`src/rtl/opaddr_pkg.sv`:
```
package opaddr_pkg;

  typedef enum logic [2:0] {
    MODE_SEQ = 3'd0,
    MODE_REG = 3'd1,
    MODE_DIR = 3'd2,
    MODE_IND = 3'd3,
    MODE_ABS = 3'd4,
    MODE_REL = 3'd5
  } mode_t;

  typedef enum logic {
    ST_IDLE  = 1'b0,
    ST_FETCH = 1'b1
  } state_t;

endpackage

```
`src/rtl/opaddr_dmap.sv`:
```
module opaddr_dmap
  import opaddr_pkg::*;
#(
  parameter int DA_W   = 8,
  parameter int OP_W   = 8,
  parameter int BANK_W = 2,
  parameter int REG_W  = 3
) (
  input  mode_t                    mode,
  input  logic [BANK_W-1:0]        bank,
  input  logic [REG_W-1:0]         rsel,
  input  logic [OP_W-1:0]          opnd,
  output logic [DA_W-1:0]          daddr,
  output logic                     is_sfr,
  output logic                     dval,
  output logic                     is_ind,
  output logic [BANK_W+REG_W-1:0]  rf_addr
);

  localparam int RF_AW = BANK_W + REG_W;

  // pointer index: only the lowest register bit survives, so R0/R1 of the bank
  assign rf_addr = {bank, {(REG_W-1){1'b0}}, rsel[0]};
  assign is_ind  = (mode == MODE_IND);

  always_comb begin
    daddr  = '0;
    is_sfr = 1'b0;
    dval   = 1'b0;
    case (mode)
      MODE_REG: begin
        daddr = DA_W'({bank, rsel});
        dval  = 1'b1;
      end
      MODE_DIR: begin
        daddr  = DA_W'(opnd);
        is_sfr = opnd[OP_W-1];
        dval   = 1'b1;
      end
      MODE_IND: begin
        // address comes later from the register file; RAM only
        dval = 1'b1;
      end
      default: begin
        daddr  = '0;
        is_sfr = 1'b0;
        dval   = 1'b0;
      end
    endcase
  end

  initial begin
    if (DA_W < RF_AW) $error("data address narrower than register index");
  end

endmodule

```
`src/rtl/opaddr_pcgen.sv`:
```
module opaddr_pcgen
  import opaddr_pkg::*;
#(
  parameter int PC_W   = 16,
  parameter int PAGE_W = 11,
  parameter int OP_W   = 8,
  parameter int LEN_W  = 2
) (
  input  mode_t             mode,
  input  logic [PC_W-1:0]   pc,
  input  logic [LEN_W-1:0]  len,
  input  logic [PAGE_W-1:0] page_ofs,
  input  logic [OP_W-1:0]   opnd,
  output logic [PC_W-1:0]   target
);

  localparam int EXT_W = PC_W - OP_W;

  logic [PC_W-1:0] next_pc;
  logic [PC_W-1:0] abs_pc;
  logic [PC_W-1:0] rel_pc;

  // following-instruction address, wraps at the PC width
  assign next_pc = pc + PC_W'(len);

  generate
    if (PAGE_W < PC_W) begin : g_paged
      assign abs_pc = {next_pc[PC_W-1:PAGE_W], page_ofs};
    end else begin : g_flat
      assign abs_pc = page_ofs[PC_W-1:0];
    end
  endgenerate

  assign rel_pc = next_pc + {{EXT_W{opnd[OP_W-1]}}, opnd};

  always_comb begin
    case (mode)
      MODE_ABS: target = abs_pc;
      MODE_REL: target = rel_pc;
      default:  target = next_pc;
    endcase
  end

endmodule

```
`src/rtl/opaddr_gen.sv`:
```
module opaddr_gen
  import opaddr_pkg::*;
#(
  parameter int PC_W   = 16,
  parameter int PAGE_W = 11,
  parameter int DA_W   = 8,
  parameter int OP_W   = 8,
  parameter int BANK_W = 2,
  parameter int REG_W  = 3,
  parameter int LEN_W  = 2
) (
  input  logic                     clk,
  input  logic                     rst_n,
  input  logic                     req_valid,
  output logic                     req_ready,
  input  logic [2:0]               req_mode,
  input  logic [BANK_W-1:0]        req_bank,
  input  logic [REG_W-1:0]         req_reg,
  input  logic [OP_W-1:0]          req_opnd,
  input  logic [PAGE_W-1:0]        req_page_ofs,
  input  logic [PC_W-1:0]          req_pc,
  input  logic [LEN_W-1:0]         req_len,
  output logic                     rf_rd_en,
  output logic [BANK_W+REG_W-1:0]  rf_rd_addr,
  input  logic [DA_W-1:0]          rf_rd_data,
  output logic                     res_valid,
  input  logic                     res_ready,
  output logic [DA_W-1:0]          res_daddr,
  output logic                     res_sfr,
  output logic                     res_dval,
  output logic [PC_W-1:0]          res_pc
);

  localparam int RF_AW = BANK_W + REG_W;

  mode_t             mode;
  state_t            state_q;
  logic              accept;
  logic              is_ind;
  logic [DA_W-1:0]   map_daddr;
  logic              map_sfr;
  logic              map_dval;
  logic [RF_AW-1:0]  map_rf_addr;
  logic [PC_W-1:0]   tgt_pc;
  logic [PC_W-1:0]   hold_pc;

  assign mode = mode_t'(req_mode);

  opaddr_dmap #(
    .DA_W(DA_W), .OP_W(OP_W), .BANK_W(BANK_W), .REG_W(REG_W)
  ) u_dmap (
    .mode    (mode),
    .bank    (req_bank),
    .rsel    (req_reg),
    .opnd    (req_opnd),
    .daddr   (map_daddr),
    .is_sfr  (map_sfr),
    .dval    (map_dval),
    .is_ind  (is_ind),
    .rf_addr (map_rf_addr)
  );

  opaddr_pcgen #(
    .PC_W(PC_W), .PAGE_W(PAGE_W), .OP_W(OP_W), .LEN_W(LEN_W)
  ) u_pcgen (
    .mode     (mode),
    .pc       (req_pc),
    .len      (req_len),
    .page_ofs (req_page_ofs),
    .opnd     (req_opnd),
    .target   (tgt_pc)
  );

  // take a request only when idle and the result slot is free or draining
  assign req_ready  = (state_q == ST_IDLE) && (!res_valid || res_ready);
  assign accept     = req_valid && req_ready;
  assign rf_rd_en   = accept && is_ind;
  assign rf_rd_addr = map_rf_addr;

  always_ff @(posedge clk) begin
    if (!rst_n) begin
      state_q <= ST_IDLE;
      hold_pc <= '0;
    end else if (rf_rd_en) begin
      state_q <= ST_FETCH;
      hold_pc <= tgt_pc;
    end else begin
      state_q <= ST_IDLE;
    end
  end

  always_ff @(posedge clk) begin
    if (!rst_n) begin
      res_valid <= 1'b0;
      res_daddr <= '0;
      res_sfr   <= 1'b0;
      res_dval  <= 1'b0;
      res_pc    <= '0;
    end else if (accept && !is_ind) begin
      res_valid <= 1'b1;
      res_daddr <= map_daddr;
      res_sfr   <= map_sfr;
      res_dval  <= map_dval;
      res_pc    <= tgt_pc;
    end else if (state_q == ST_FETCH) begin
      res_valid <= 1'b1;
      res_daddr <= rf_rd_data;
      res_sfr   <= 1'b0;
      res_dval  <= 1'b1;
      res_pc    <= hold_pc;
    end else if (res_ready) begin
      res_valid <= 1'b0;
    end
  end

  a_r9_hold: assert property (@(posedge clk) disable iff (!rst_n)
    res_valid && !res_ready |=> res_valid && $stable(res_daddr) && $stable(res_pc)
                                 && $stable(res_sfr) && $stable(res_dval));

  a_r9_no_take_when_full: assert property (@(posedge clk) disable iff (!rst_n)
    res_valid && !res_ready |-> !req_ready);

  a_r3_ptr_low_reg: assert property (@(posedge clk) disable iff (!rst_n)
    rf_rd_en |-> rf_rd_addr[REG_W-1:1] == '0);

  a_r4_fetch_busy: assert property (@(posedge clk) disable iff (!rst_n)
    rf_rd_en |=> !req_ready && !res_valid);

  a_r4_fetch_done: assert property (@(posedge clk) disable iff (!rst_n)
    rf_rd_en |=> ##1 res_valid && res_dval && !res_sfr);

  a_r2_sfr_upper: assert property (@(posedge clk) disable iff (!rst_n)
    res_valid && res_sfr |-> res_daddr[DA_W-1] && res_dval);

  a_r11_no_data: assert property (@(posedge clk) disable iff (!rst_n)
    res_valid && !res_dval |-> res_daddr == '0 && !res_sfr);

endmodule

```
`config.mk`:
```
export PLATFORM = sky130hd
export DESIGN_NAME = opaddr_gen
export DESIGN_NICKNAME = d
export VERILOG_FILES = /design/src/rtl/opaddr_pkg.sv /design/src/rtl/opaddr_dmap.sv /design/src/rtl/opaddr_pcgen.sv /design/src/rtl/opaddr_gen.sv
export SDC_FILE = /design/constraint.sdc
export NUM_CORES = 1
export LEC_CHECK = 0
export BUFFER_PORTS_ARGS = -buffer_cell sky130_fd_sc_hd__buf_2
export CELL_PAD_IN_SITES_DETAIL_PLACEMENT = 1
export CELL_PAD_IN_SITES_GLOBAL_PLACEMENT = 2
export CORE_MARGIN = 2
export CORE_UTILIZATION = 32
export DETAILED_ROUTE_END_ITERATION = 12
export PLACE_DENSITY = 0.85
export SLEW_MARGIN = 20
export SYNTH_ARGS = -nofsm -noshare
export SYNTH_HDL_FRONTEND = slang
export SYNTH_SLANG_ARGS = --single-unit
```
`constraint.sdc`:
```
create_clock -name clk -period 9.14 [get_ports clk]
set_input_delay 0.914 -clock clk [delete_from_list [all_inputs] [get_ports clk]]
set_output_delay 0.914 -clock clk [all_outputs]
set_load 0.02 [all_outputs]
```
Yosys cells after proc, flatten, opt, wreduce, memory -nomap -nowiden. Index checks and enable logic that the tools add are counted.

Register bits after elaboration: 44. Input bits: 57. Output and inout bits: 34. Word-level logic and storage cells: 41.

Add/subtract/negate cells: 2. Equality and inequality tests: 5. Mux-type cells: 16. Bitwise gates (word level): 1. Reductions and logical operators: 10.

Operators with widths (count): 16-bit 2-to-1 mux (2); 16-bit one-hot mux with 2 select lines (1); 16-bit adder (1); 16-bit by 2-bit adder with 16-bit output (1); 8-bit 2-to-1 mux (2); 8-bit one-hot mux with 2 select lines (1); 1-bit 2-to-1 mux (10); 3-bit by 2-bit == test with 1-bit output (second input constant) (2); 3-bit == test (second input constant) (2); 1-bit logical AND (4); 3-bit by 1-bit == test with 1-bit output (second input constant) (1); 3-bit nonzero test (1); 3-bit OR reduction (1); 1-bit zero test (2); 2-bit nonzero test (1); 1-bit logical OR (1); 1-bit NOT (1).

Depth between registers and ports, before layout. Gate-level depths: netlist of run 1.

Depth after elaboration: 6. Gate-level depth with buffers: 14. Depth with buffers taken out: 14.

Modules after synthesis. A second synthesis of run 1 with hierarchy kept.

Cells, all modules: 420. Area total of the unflattened synthesis: 3582.2 µm².

Modules (own cells, without submodules): opaddr_gen (times used 1, cells each 203, area an instance 2037.0 µm², seq. area each 880.8 µm²); opaddr_pcgen (times used 1, cells each 185, area an instance 1320.0 µm², seq. area each 0.0 µm²); opaddr_dmap (times used 1, cells each 32, area an instance 225.2 µm², seq. area each 0.0 µm²).

Least setup slack after synthesis of run 1. Ideal clock, no wire load.

Kind: input -> register. From: in req_pc[0]. To: reg res_pc[15]. Library setup time: 123 ps. Data arrival time: 3706 ps. Data required time: 9017 ps. Path slack: 5310 ps. Cell stages on the path: 14. Buffers on the path: 0. Cell sequence: ha_1 -> fa_1 -> and2_4 -> nand3_1 -> xor2_1 -> inv_1 -> ha_1 -> a21o_1 -> a21oi_1 -> nor2b_1 -> or4_1 -> and3_1 -> nor3_1 -> nor3b_2.

Longest elaborated chain between the ends: 4.

Ends and longest elaborated chain: start: declaration (line opaddr_gen.sv:21) `input logic [PC_W-1:0] req_pc,`; 16-bit by 2-bit adder with 16-bit output (*) (line opaddr_pcgen.sv:24) `assign next_pc = pc + PC_W'(len);`; 16-bit adder (line opaddr_pcgen.sv:34) `assign rel_pc = next_pc + {{EXT_W{opnd[OP_W-1]}}, opnd};`; 16-bit one-hot mux with 2 select lines (*) (line opaddr_pcgen.sv:37) `case (mode)`; 16-bit 2-to-1 mux (*) (line opaddr_gen.sv:99) `end else if (accept && !is_ind) begin`; end signal: assignment (line opaddr_gen.sv:104) `res_pc <= tgt_pc;`; end signal: assignment (line opaddr_gen.sv:110) `res_pc <= hold_pc;`; end: declaration (line opaddr_gen.sv:31) `output logic [PC_W-1:0] res_pc`.

Mark *: on every way between the ends. The rest lies on a longest branch, timed or not. A chain may end at the register's enable or synchronous reset.

Worst setup path in the final report of run 1. Same ends and word-level chain as after synthesis.

==> metrics.md, run 1 <==
| Metric | Value |
|---|---|
| Outcome | completed |
| Terminating pin of the worst hold path | res_sfr |
| Area grow syn2layout | 19.3% |
| Yosys cell types | 54 |
| Kind of end point of the critical path | flop |
| Final global-route overflow total | 0 |
| R2R depth | 7 |
| Data arrival time of the critical path | 4.15 ns |
| Worst min-delay path category | flop to flop |
| Mean instance size in the synthesized netlist | 7.69 um^2 |
| Antenna Nets Post-Route | 0 |
| Std cell rows | 36 |
| Crit path launch type | input port |
| Port buffer count | 88 |
| Final-layout fill cell count | 1250 |
| Share of synthesized area occupied by flip-flops and latches | 27.6% |
| Biggest area consumer among synthesized cells | dfxtp_1 |
| Final number of max-transition violations | 0 |
| CTS-repair resized insts | 0 |
| Via total after detailed routing | 3204 |
| Detailed Route Iter0 Violations | 150 |
| Area used by multi-input combinational logic | 2150 um^2 |
| IR drop worst, VDD | 56.4 uV |
| Power Dens Cells | 137 nW/um^2 |
| Top achievable clock speed | 252 MHz |
| Final setup vio count | 0 |
| Largest net degree at the start of global routing | 37 |
| Die footprint | 10800 um^2 |
| Worst flop-to-flop path endpoint | hold_pc[4] |
| Relative contribution of combinational cells to total power | 32.2% |
| Beginning of the worst hold path | res_sfr |
| Router iterations before antenna repair | 4 |
| Utilization of the core after routing | 39.2% |
| First-pass GRT wire length | 16.9 mm |
| Power share of the sequential group | 39.8% |
| Register clock-pin slew on the reported worst setup and hold paths | 0.08 ns |
| Switch Pwr | 176 uW |
| Required arrival time at the worst endpoint | 9.32 ns |
| Total internal power | 348 uW |
| Minimum period implied by the final worst setup slack | 3.97 ns |
| Clock latency on the worst-skew pair | 0.30 ns |
| # Post-CTS Setup Buffers | 0 |
| Reg-to-reg setup timing slack | 6.52 ns |
| Post-detailed-route wirelength per cell | 16.7 um |
| Post-route DRC | 0 |
| Maximum capacitance violations | 0 |
| Static power due to leakage | 0.00167 uW |
| TritonCTS sink count | 44 |
| Initial Utilization | 32.8% |
| Area share of the leading cell type in the synthesized netlist | 27.6% |
| Max Clock Skew | 0.00453 ns |
| Layout Nets | 566 |
| GRT Total Usage | 19.2% |
| Worst hold path stage count | 2 |
| Fraction of layout cells with a size suffix above 1 | 22.9% |
| Ranking of synthesized cells by area | dfxtp_1 (28%), ha_1 (7.1%), a21oi_1 (6.4%) |
| Htree depth | 2 |
| Count of final hold-check violations | 0 |
| Slew Limit Headroom | 43.8% |
| Flip-flop and latch count after synthesis | 44 |
| HPWL Detailed | 8.21 mm |
| Antenna violations before repair | 0 |
| Floorplan die height | 104 um |
| Area taken by flip-flops and latches | 881 um^2 |
| Hold buffer count at CTS | 0 |
| Die Wd | 104 um |
| Sw Share | 33.6% |
| Boundary pin count | 91 |
| Largest driver fanout on the critical path | 5 |
| Warning count from the yosys run | 0 |
| Sum of routed wire length over all layers | 10.4 mm |
| Vias in the first global route | 3199 |
| Worst Tran Pin Value | 0.842 ns |
| Vias per cell | 5.14 |
| Synthesized cell area | 3190 um^2 |
| Mapped Cells | 415 |
| Clock tree from TritonCTS | yes |
| Antenna diode count | 0 |
| Clock share of power | 28.0% |
| Maximum clock path buffer count | 2 |
| Setup TNS | 0 ns |
| Number of flops mapped to enable cells by yosys | 0 |
| Async SR Flop Fraction | 0% |
| Critical path class | input port to flop |
| Setup repair after global routing missed its margin | no |
| Routability congestion estimate from global placement | 0.877 |
| Total CTS buffers | 5 |
| Root cell of the clock tree | clkbuf_8 |
| Core area | 9730 um^2 |
| Dominant synthesized flop cell | dfxtp_1 |
| Origin of the critical flop-to-flop path | state_q |
| Portion of the clock cycle consumed by the worst path in the final layout | 43.4% |
## worst max-delay path by stage
stage | startpoint | to | cells after the start
after floorplan | req_pc[0] | res_pc[15] | 14
after global placement | req_pc[0] | res_pc[15] | 15
after detailed placement | req_pc[0] | res_pc[15] | 15
after CTS | req_pc[0] | res_pc[15] | 15
after global routing | req_pc[0] | res_pc[15] | 15
final | req_pc[0] | res_pc[15] | 15
## per-layer routing
layer | global-route usage, % | share of wire [%] | up-vias
met5 | 0 | 0 | -
met4 | 4.25 | 0.93 | 0
met3 | 1.94 | 2.7 | 6
met2 | 31.3 | 46 | 55
met1 | 27.2 | 51 | 1524
li1 | - | - | 1619
## placed cells by master (no fill, tap or decap), types with 3 or more instances in the layout
master	n
dfxtp_1	44
nor2b_1	9
a21oi_1	41
a211oi_1	8
nor4_1	5
and2_1	7
a21o_1	5
a311oi_1	3
ha_1	18
o21a_1	3
o21ai_0	29
nor3_1	10
nand3_1	11
inv_1	14
clkbuf_8	5
mux2i_1	15
buf_2	88
o211a_1	3
a22oi_1	7
and4_1	4
nand2b_1	4
o21ai_1	3
xnor2_1	12
nor2_1	42
nand2_1	43
or2_2	3
xor2_1	10
mux2_2	7
## power by group through the flow
| stage | logic [uW] | registers, uW | clock network, uW |
|---|---|---|---|
| global route | 187 | 210 | 159 |
| CTS | 169 | 208 | 150 |
| detailed placement | 168 | 213 | 0 |
| finish | 169 | 208 | 147 |
| global placement | 165 | 212 | 0 |
| floorplan | 101 | 223 | 0 |
## per-stage QoR
stage,worst slack (ns),power (uW),instances,hold WS (ns),area (um^2)
finish,5.17,523,623,0.462,3810
CTS,5.18,527,623,0.458,3810
global route,4.94,556,623,0.502,3810
global placement,4.98,378,615,0.445,3700
floorplan,5.31,324,416,0.432,3200
detailed placement,4.87,381,615,0.446,3700
## logic make-up (layout without fill, tap and decap cells)
kind of cell	count (synthesis)	in the layout	share of synthesized area (%)
AND/OR/NAND/NOR	151	151	23.0
AO/OA/AOI/OAI	116	116	22.5
flip-flops	44	44	27.6
buffers and inverters	39	113	5.29
XOR/XNOR	22	22	6.03
multiplexers	22	22	7.17
adder cells (fa/ha/maj)	20	20	8.31
other	1	2	0.117
## critical path: stages
cell and delay (ns):
buf_2 0.10, ha_1 0.21, fa_1 0.46, and2_4 0.20, nand3_1 0.09, xor2_1 0.30
inv_1 0.08, ha_1 0.35, a21o_1 0.21, a21oi_1 0.14, nor2b_1 0.05, or4_1 0.53
and3_1 0.21, nor3_1 0.22, nor3b_2 0.08
## cell type report
cell class	count	share of cell area [%]
multi-input combinational	333	56.4
sequential	44	23.1
timing repair buffer	89	11.8
tap	133	4.37
clock buffer	6	1.90
inverter	16	1.58
clock inverter	2	0.920
## flip-flops by register name (all words and copies together) (netlist names)
name,count
res_daddr,8
res_dval,1
hold_pc,16
state_q,1
res_sfr,1
res_valid,1
res_pc,16
## synth_stat cells (3+ instances only)
cell and count:
buf_2 3, inv_1 14, mux2_2 7, nand3_1 11
and4_1 4, ha_1 18, and2_1 7, xor2_1 10
a311oi_1 3, buf_4 5, xnor2_1 12, a22oi_1 7
o211a_1 3, nand2b_1 4, or2_2 3, o21a_1 3
o21ai_1 3, o21ai_0 29, nor4_1 5, nor2b_1 9
a21o_1 5, a21oi_1 41, nand2_1 43, mux2i_1 15
nor3_1 10, a211oi_1 8, clkbuf_1 15, dfxtp_1 44
nor2_1 42
No activity file was read; power rests on OpenSTA's default activity.
==> run 2, diff against run 1 <==
Settings changed: CORE_UTILIZATION 32 to 26, PLACE_DENSITY 0.85 to 0.74.
Clock period 9.14 ns to 3.45 ns, I/O delays scaled along.
==> run 2 against run 1 <==
Wire length increased by 4.9%; non-clock buffer count increased by 18; utilization down 5.2 points; critical endpoint unchanged; critical path type unchanged; count of clock-buffer cells in the layout down 1; clock power grew to 4.7 times the previous value; combinational power grew to 2.8 times the previous value; register-to-register slack worse by 5.1 ns; via count is 1.5% higher; clock skew rose by 0.00067 ns.
==> metrics.md, run 2 (same netlist as run 1, synthesis figures left out) <==
| Metric | Value |
|---|---|
| Antenna diode count | 0 |
| Area grow syn2layout | 27.7% |
| Minimum period implied by the final worst setup slack | 3.19 ns |
| Worst path buffer plus inverter count | 2 |
| Detailed Route Iter0 Violations | 112 |
| First-pass GRT wire length | 17.5 mm |
| Count of final hold-check violations | 0 |
| Vias per cell | 4.96 |
| Top achievable clock speed | 313 MHz |
| Largest net degree at the start of global routing | 33 |
| Via total after detailed routing | 3251 |
| Peak per-stage delay on the critical path | 0.53 ns |
| Data arrival time of the critical path | 3.37 ns |
| Clock tree from TritonCTS | yes |
| Final global-route overflow total | 0 |
| Crit path launch type | input port |
| Final number of max-transition violations | 0 |
| Setup TNS | 0 ns |
| Initial Utilization | 26.6% |
| Cells traversed along the worst timing path | buf_2 -> ha_1 -> fa_1 -> and2_4 -> nand3_1 -> xor2_1 -> inv_1 -> ha_1 -> a21o_1 -> a21oi_1 -> nor2b_1 -> or4_1 -> and3_1 -> nor3_1 -> nor3b_2 |
| Root cell of the clock tree | clkbuf_16 |
| Fraction of layout cells with a size suffix above 1 | 26.0% |
| Core area | 12000 um^2 |
| Worst setup path startpoint | req_pc[0] |
| CTS-repair resized insts | 0 |
| Setup repair after global routing missed its margin | no |
| Kind of end point of the critical path | flop |
| Routability congestion estimate from global placement | 0.869 |
| Vias in the first global route | 3325 |
| Router iterations before antenna repair | 4 |
| Floorplan die height | 115 um |
| Final setup vio count | 0 |
| Port buffer count | 88 |
| Worst min-delay path category | input port to flop |
| Worst Tran Pin Value | 0.877 ns |
| Required arrival time at the worst endpoint | 3.63 ns |
| # Post-CTS Setup Buffers | 0 |
| Maximum capacitance violations | 0 |
| Portion of the clock cycle consumed by the worst path in the final layout | 92.5% |
| Layout Nets | 584 |
| Top library cells by usage in the layout, fill and taps aside | buf_2 (88), dfxtp_1 (44), nand2_1 (43), nor2_1 (42), a21oi_1 (41) |
| Clock latency on the worst-skew pair | 0.29 ns |
| Crit path max-delay cell type | or4_1 |
| Max Clock Skew | 0.00520 ns |
| Setup slack after layout | 0.259 ns |
| Final-layout fill cell count | 1483 |
| Critical path's top delay family | simple AND/OR/NAND/NOR gates |
| Hold buffer count at CTS | 0 |
| Antenna Nets Post-Route | 0 |
| HPWL Detailed | 8.81 mm |
| TritonCTS sink count | 44 |
| Post-route DRC | 0 |
| IR drop worst, VDD | 216 uV |
| Power Dens Cells | 422 nW/um^2 |
| Final std cells w/o fill | 655 |
| Post-detailed-route wirelength per cell | 16.7 um |
| Die Wd | 115 um |
| Std cell rows | 40 |
| GRT Total Usage | 16.9% |
| Critical path class | input port to flop |
| Die footprint | 13200 um^2 |
| Origin of the critical flop-to-flop path | res_valid |
| Outcome | completed |
| Registers with the most flip-flops | hold_pc: 16 flops, res_pc: 16 flops, res_daddr: 8 flops |
| Register clock-pin slew on the reported worst setup and hold paths | 0.06 ns |
| Commonest non-fill, non-tap cell in the layout | buf_2 |
| Sum of routed wire length over all layers | 10.9 mm |
| Antenna violations before repair | 0 |
| Maximum clock path buffer count | 2 |
| Total CTS buffers | 5 |
| Critical Path Most Common Cell | ha_1 |
| Boundary pin count | 91 |
| Static power due to leakage | 0.00181 uW |
| Htree depth | 2 |
| # placed instances | 647 |
| Largest driver fanout on the critical path | 4 |
| Worst setup timing slack at the placement stage | -0.0517 ns |
| Slew Limit Headroom | 41.5% |
| Beginning of the worst hold path | rf_rd_data[7] |
run 2: worst register-to-register path, cell delays in order (launching register included):
cell and delay [ns]:
dfxtp_1 0.31, nand2b_1 0.12, nand3_2 0.18, or2_2 0.60
nand2_1 0.15, o21ai_0 0.11, a2111oi_0 0.35, nor2_1 0.08
run 2: metal layers:
metal	track usage (%)	routed length [um]	up-vias
li1	-	-	1657
met1	23.4	5360	1530
met2	28.3	5120	56
met3	1.69	358	8
met4	4.10	105	0
met5	0	0	-
run 2: worst paths after layout:
check | to | slack (ns) | depth (start not counted)
worst min register to register | hold_pc[14] | 0.46 | 2
worst max register to register | res_pc[9] | 1.44 | 7
worst max-delay path | res_pc[15] | 0.26 | 15
worst min-delay path | res_daddr[7] | 0.36 | 3
run 2: area by class of cell:
type,instances,area [um^2],share of cell area [%]
clock buffer,5,125,3.07
clock inverter,3,90.1,2.21
inverter,16,60.1,1.47
multi-input combinational,333,2150,52.8
sequential,44,881,21.6
tap,147,184,4.51
timing repair buffer,107,583,14.3
run 2: metrics by stage:
| step | utilization (%) | power, uW | hold slack (ns) | area, um^2 |
|---|---|---|---|---|
| 2_1_floorplan | - | 860 | 0.432 | 3200 |
| 3_3_place_gp | 32.1 | 1030 | 0.444 | 3850 |
| 3_5_place_dp | 32.1 | 1040 | 0.452 | 3850 |
| 4_1_cts | 33.9 | 1740 | 0.354 | 4070 |
| 5_1_grt | 33.9 | 1810 | 0.392 | 4080 |
| 6_report | 33.9 | 1720 | 0.362 | 4080 |
run 2: report_power, final:
group | internal, uW | switching, uW | total [uW]
logic | 191 | 281 | 471
clock network | 488 | 206 | 694
registers | 537 | 16.1 | 553
==> run 3, diff against run 2 <==
Settings changed: ABC_AREA set to 1, CORE_ASPECT_RATIO set to 0.5, CORE_UTILIZATION 26 to 25.
==> run 3 against run 2 <==
Highest routed layer unchanged; worst hold slack got worse by 0.046 ns; fmax increased by 11%; sequential cell count unchanged; global-route usage increased by 0.064 points; area after synthesis increased by 12%; cell area increased by 6.2%; sequential share of layout area decreased by 1.3 points; wire length increased by 15%; critical endpoint is now hold_pc[11]; power decreased by 4.9%.
==> metrics.md, run 3 <==
| Metric | Value |
|---|---|
| Outcome | completed |
| Basic-gate share of the synthesized area counting and, or, nand and nor cells | 35.1% |
| Mapped Cells | 566 |
| Data arrival time of the critical path | 3.05 ns |
| Router iterations before antenna repair | 4 |
| Top achievable clock speed | 349 MHz |
| Tightest hold margin | 0.316 ns |
| Mean instance size in the synthesized netlist | 6.34 um^2 |
| Largest driver fanout on the critical path | 5 |
| Initial Utilization | 26.1% |
| Largest net degree at the start of global routing | 25 |
| Setup repair after global routing missed its margin | no |
| Xor and xnor fraction of the mapped netlist area | 2.41% |
| CTS-repair resized insts | 0 |
| Number of flops mapped to enable cells by yosys | 0 |
| Layout Nets | 720 |
| TritonCTS sink count | 44 |
| Warning count from the yosys run | 0 |
| Multiplexer share of the synthesized area | 0% |
| Combinational family with the most area after synthesis | simple AND/OR/NAND/NOR gates |
| Post-route DRC | 0 |
| Yosys cell types | 44 |
| Terminating pin of the worst hold path | res_daddr[3] |
| Std cell rows | 30 |
| Area grow syn2layout | 20.6% |
| Worst min-delay path category | input port to flop |
| Final-layout fill cell count | 1831 |
| HPWL Detailed | 10.3 mm |
| Fraction of layout cells with a size suffix above 1 | 21.1% |
| Commonest cells in the netlist | nand2_1 (142), inv_1 (78), nor2_1 (48) |
| Beginning of the worst hold path | rf_rd_data[3] |
| Routability congestion estimate from global placement | 0.851 |
| # Post-CTS Setup Buffers | 0 |
| Sum of routed wire length over all layers | 12.5 mm |
| Synthesized cell area | 3590 um^2 |
| Registers with the most flip-flops | hold_pc: 16 flops, res_pc: 16 flops, res_daddr: 8 flops |
| Maximum clock path buffer count | 2 |
| Post-Layout Inst Area | 4330 um^2 |
| Crit path launch type | input port |
| First-pass GRT wire length | 20.6 mm |
| Ranking of synthesized cells by area | dfxtp_1 (25%), nand2_1 (15%), inv_1 (8.2%) |
| Floorplan die height | 88.7 um |
| Worst Tran Pin Value | 0.788 ns |
| Area share of the leading cell type in the synthesized netlist | 24.5% |
| Share of synthesized area occupied by flip-flops and latches | 24.5% |
| Biggest area consumer among synthesized cells | dfxtp_1 |
| Hold buffer count at CTS | 0 |
| Antenna Nets Post-Route | 0 |
| IR drop worst, VDD | 182 uV |
| Port buffer count | 88 |
| Origin of the critical flop-to-flop path | state_q |
| Dominant synthesized flop cell | dfxtp_1 |
| Clock tree from TritonCTS | yes |
| Compound-gate portion of the synthesized area | 17.3% |
| Final setup vio count | 0 |
| Power Dens Cells | 378 nW/um^2 |
| Register clock-pin slew on the reported worst setup and hold paths | 0.07 ns |
| Post-detailed-route wirelength per cell | 15.0 um |
| Vias per cell | 4.63 |
| Reg-to-reg setup timing slack | 1.45 ns |
| GRT Total Usage | 17.0% |
| Die footprint | 15400 um^2 |
| Leading cell type by number of instances after synthesis | nand2_1 |
| Antenna diode count | 0 |
| Final number of max-transition violations | 0 |
| Commonest non-fill, non-tap cell in the layout | nand2_1 |
| Worst hold path stage count | 3 |
| Slew Limit Headroom | 47.4% |
| Maximum capacitance violations | 0 |
| Critical path class | input port to flop |
| Flip-flop and latch count after synthesis | 44 |
| Final global-route overflow total | 0 |
| Total CTS buffers | 5 |
| Antenna violations before repair | 1 |
| Minimum period implied by the final worst setup slack | 2.87 ns |
| Kind of end point of the critical path | flop |
| Root cell of the clock tree | clkbuf_16 |
| Required arrival time at the worst endpoint | 3.63 ns |
| Worst flop-to-flop path endpoint | hold_pc[15] |
| Static power due to leakage | 0.00227 uW |
| Utilization of the core after routing | 31.4% |
| Clock latency on the worst-skew pair | 0.30 ns |
| Post-detailed-placement cell area | 4160 um^2 |
| Top library cells by usage in the layout, fill and taps aside | nand2_1 (142), buf_2 (88), inv_1 (78), nor2_1 (48), nand3_1 (46) |
| Portion of the clock cycle consumed by the worst path in the final layout | 83.1% |
| Detailed Route Iter0 Violations | 119 |
| Die Wd | 173 um |
| Core area | 13800 um^2 |
| Via total after detailed routing | 3867 |
| Setup TNS | 0 ns |
| Share of synthesized cell area in full adder, half adder and majority cells | 7.39% |
| Max Clock Skew | 0.00742 ns |
| Htree depth | 2 |
| R2R depth | 7 |
| Vias in the first global route | 3933 |
| Count of final hold-check violations | 0 |
| Async SR Flop Fraction | 0% |
| Boundary pin count | 91 |
-- run 3: cell count changes after synthesis, moves of 6 or more --
| cell | delta |
|---|---|
| nor3_1 | -6 |
| nand3_1 | +35 |
| clkbuf_1 | -9 |
| mux2_2 | -7 |
| inv_1 | +64 |
| nand2_1 | +99 |
| nand2_2 | +8 |
| a211oi_1 | -8 |
| nor2_1 | +6 |
| mux2i_1 | -15 |
| xnor2_1 | -10 |
| nor2b_1 | -9 |
-- run 3: worst max-delay path by stage --
| stage | slack (ns) | cells past startpoint | end | start |
|---|---|---|---|---|
| final | 0.58 | 20 | hold_pc[11] | req_pc[0] |
| after global routing | 0.31 | 21 | hold_pc[14] | req_pc[0] |
| after CTS | 0.57 | 20 | hold_pc[11] | req_pc[0] |
| after global placement | 0.31 | 21 | hold_pc[14] | req_pc[0] |
| after floorplan | 0.82 | 23 | res_pc[15] | req_pc[0] |
| after detailed placement | 0.27 | 20 | hold_pc[11] | req_pc[0] |
-- run 3: through the flow --
stage	power (uW)	setup WS [ns]	instances
finish	1630	0.584	836
floorplan	917	0.815	567
CTS	1660	0.568	836
global route	1750	0.312	836
global placement	1080	0.314	828
detailed placement	1090	0.267	828
-- run 3: power by group --
| part | switching [uW] | total [uW] | internal (uW) |
|---|---|---|---|
| sequential | 17.3 | 560 | 542 |
| combinational | 335 | 509 | 174 |
| clock | 221 | 566 | 345 |
-- run 3: per-layer routing --
layer | vias to the layer above | wire, um | track usage, %
met1 | 1824 | 6540 | 23.3
li1 | 1978 | - | -
met4 | 0 | 94 | 2.54
met3 | 8 | 602 | 4.34
met5 | - | 0 | 0
met2 | 57 | 5310 | 27.6
-- run 3: cell families after synthesis --
family,count (synthesis)
AOI/OAI and AO/OA,107
other,1
and+or+nand+nor,276
buffers and inverters,109
xor gates and xnor gates,9
DFF,44
adders and majority gates,20
-- run 3: layout make-up --
cell class | instances | area (um^2) | area share [%]
tap | 192 | 240 | 5.55
sequential | 44 | 881 | 20.3
timing repair buffer | 92 | 470 | 10.9
clock buffer | 5 | 125 | 2.89
multi-input combinational | 414 | 2240 | 51.8
clock inverter | 3 | 46.3 | 1.07
inverter | 86 | 325 | 7.51
-- run 3: critical path, stage by stage --
cell and delay [ns]:
buf_2 0.10, ha_1 0.21, fa_1 0.38, nand2_1 0.10, inv_1 0.10, nand3_1 0.08
nand2_1 0.04, and2_1 0.14, ha_1 0.35, nand2_1 0.13, nor2_1 0.13, nand3_1 0.09
nand2_1 0.22, nand2_1 0.11, nand2_1 0.07, nand2_1 0.04, nand3_1 0.07, nand2_1 0.12
o21ai_0 0.16, inv_1 0.06
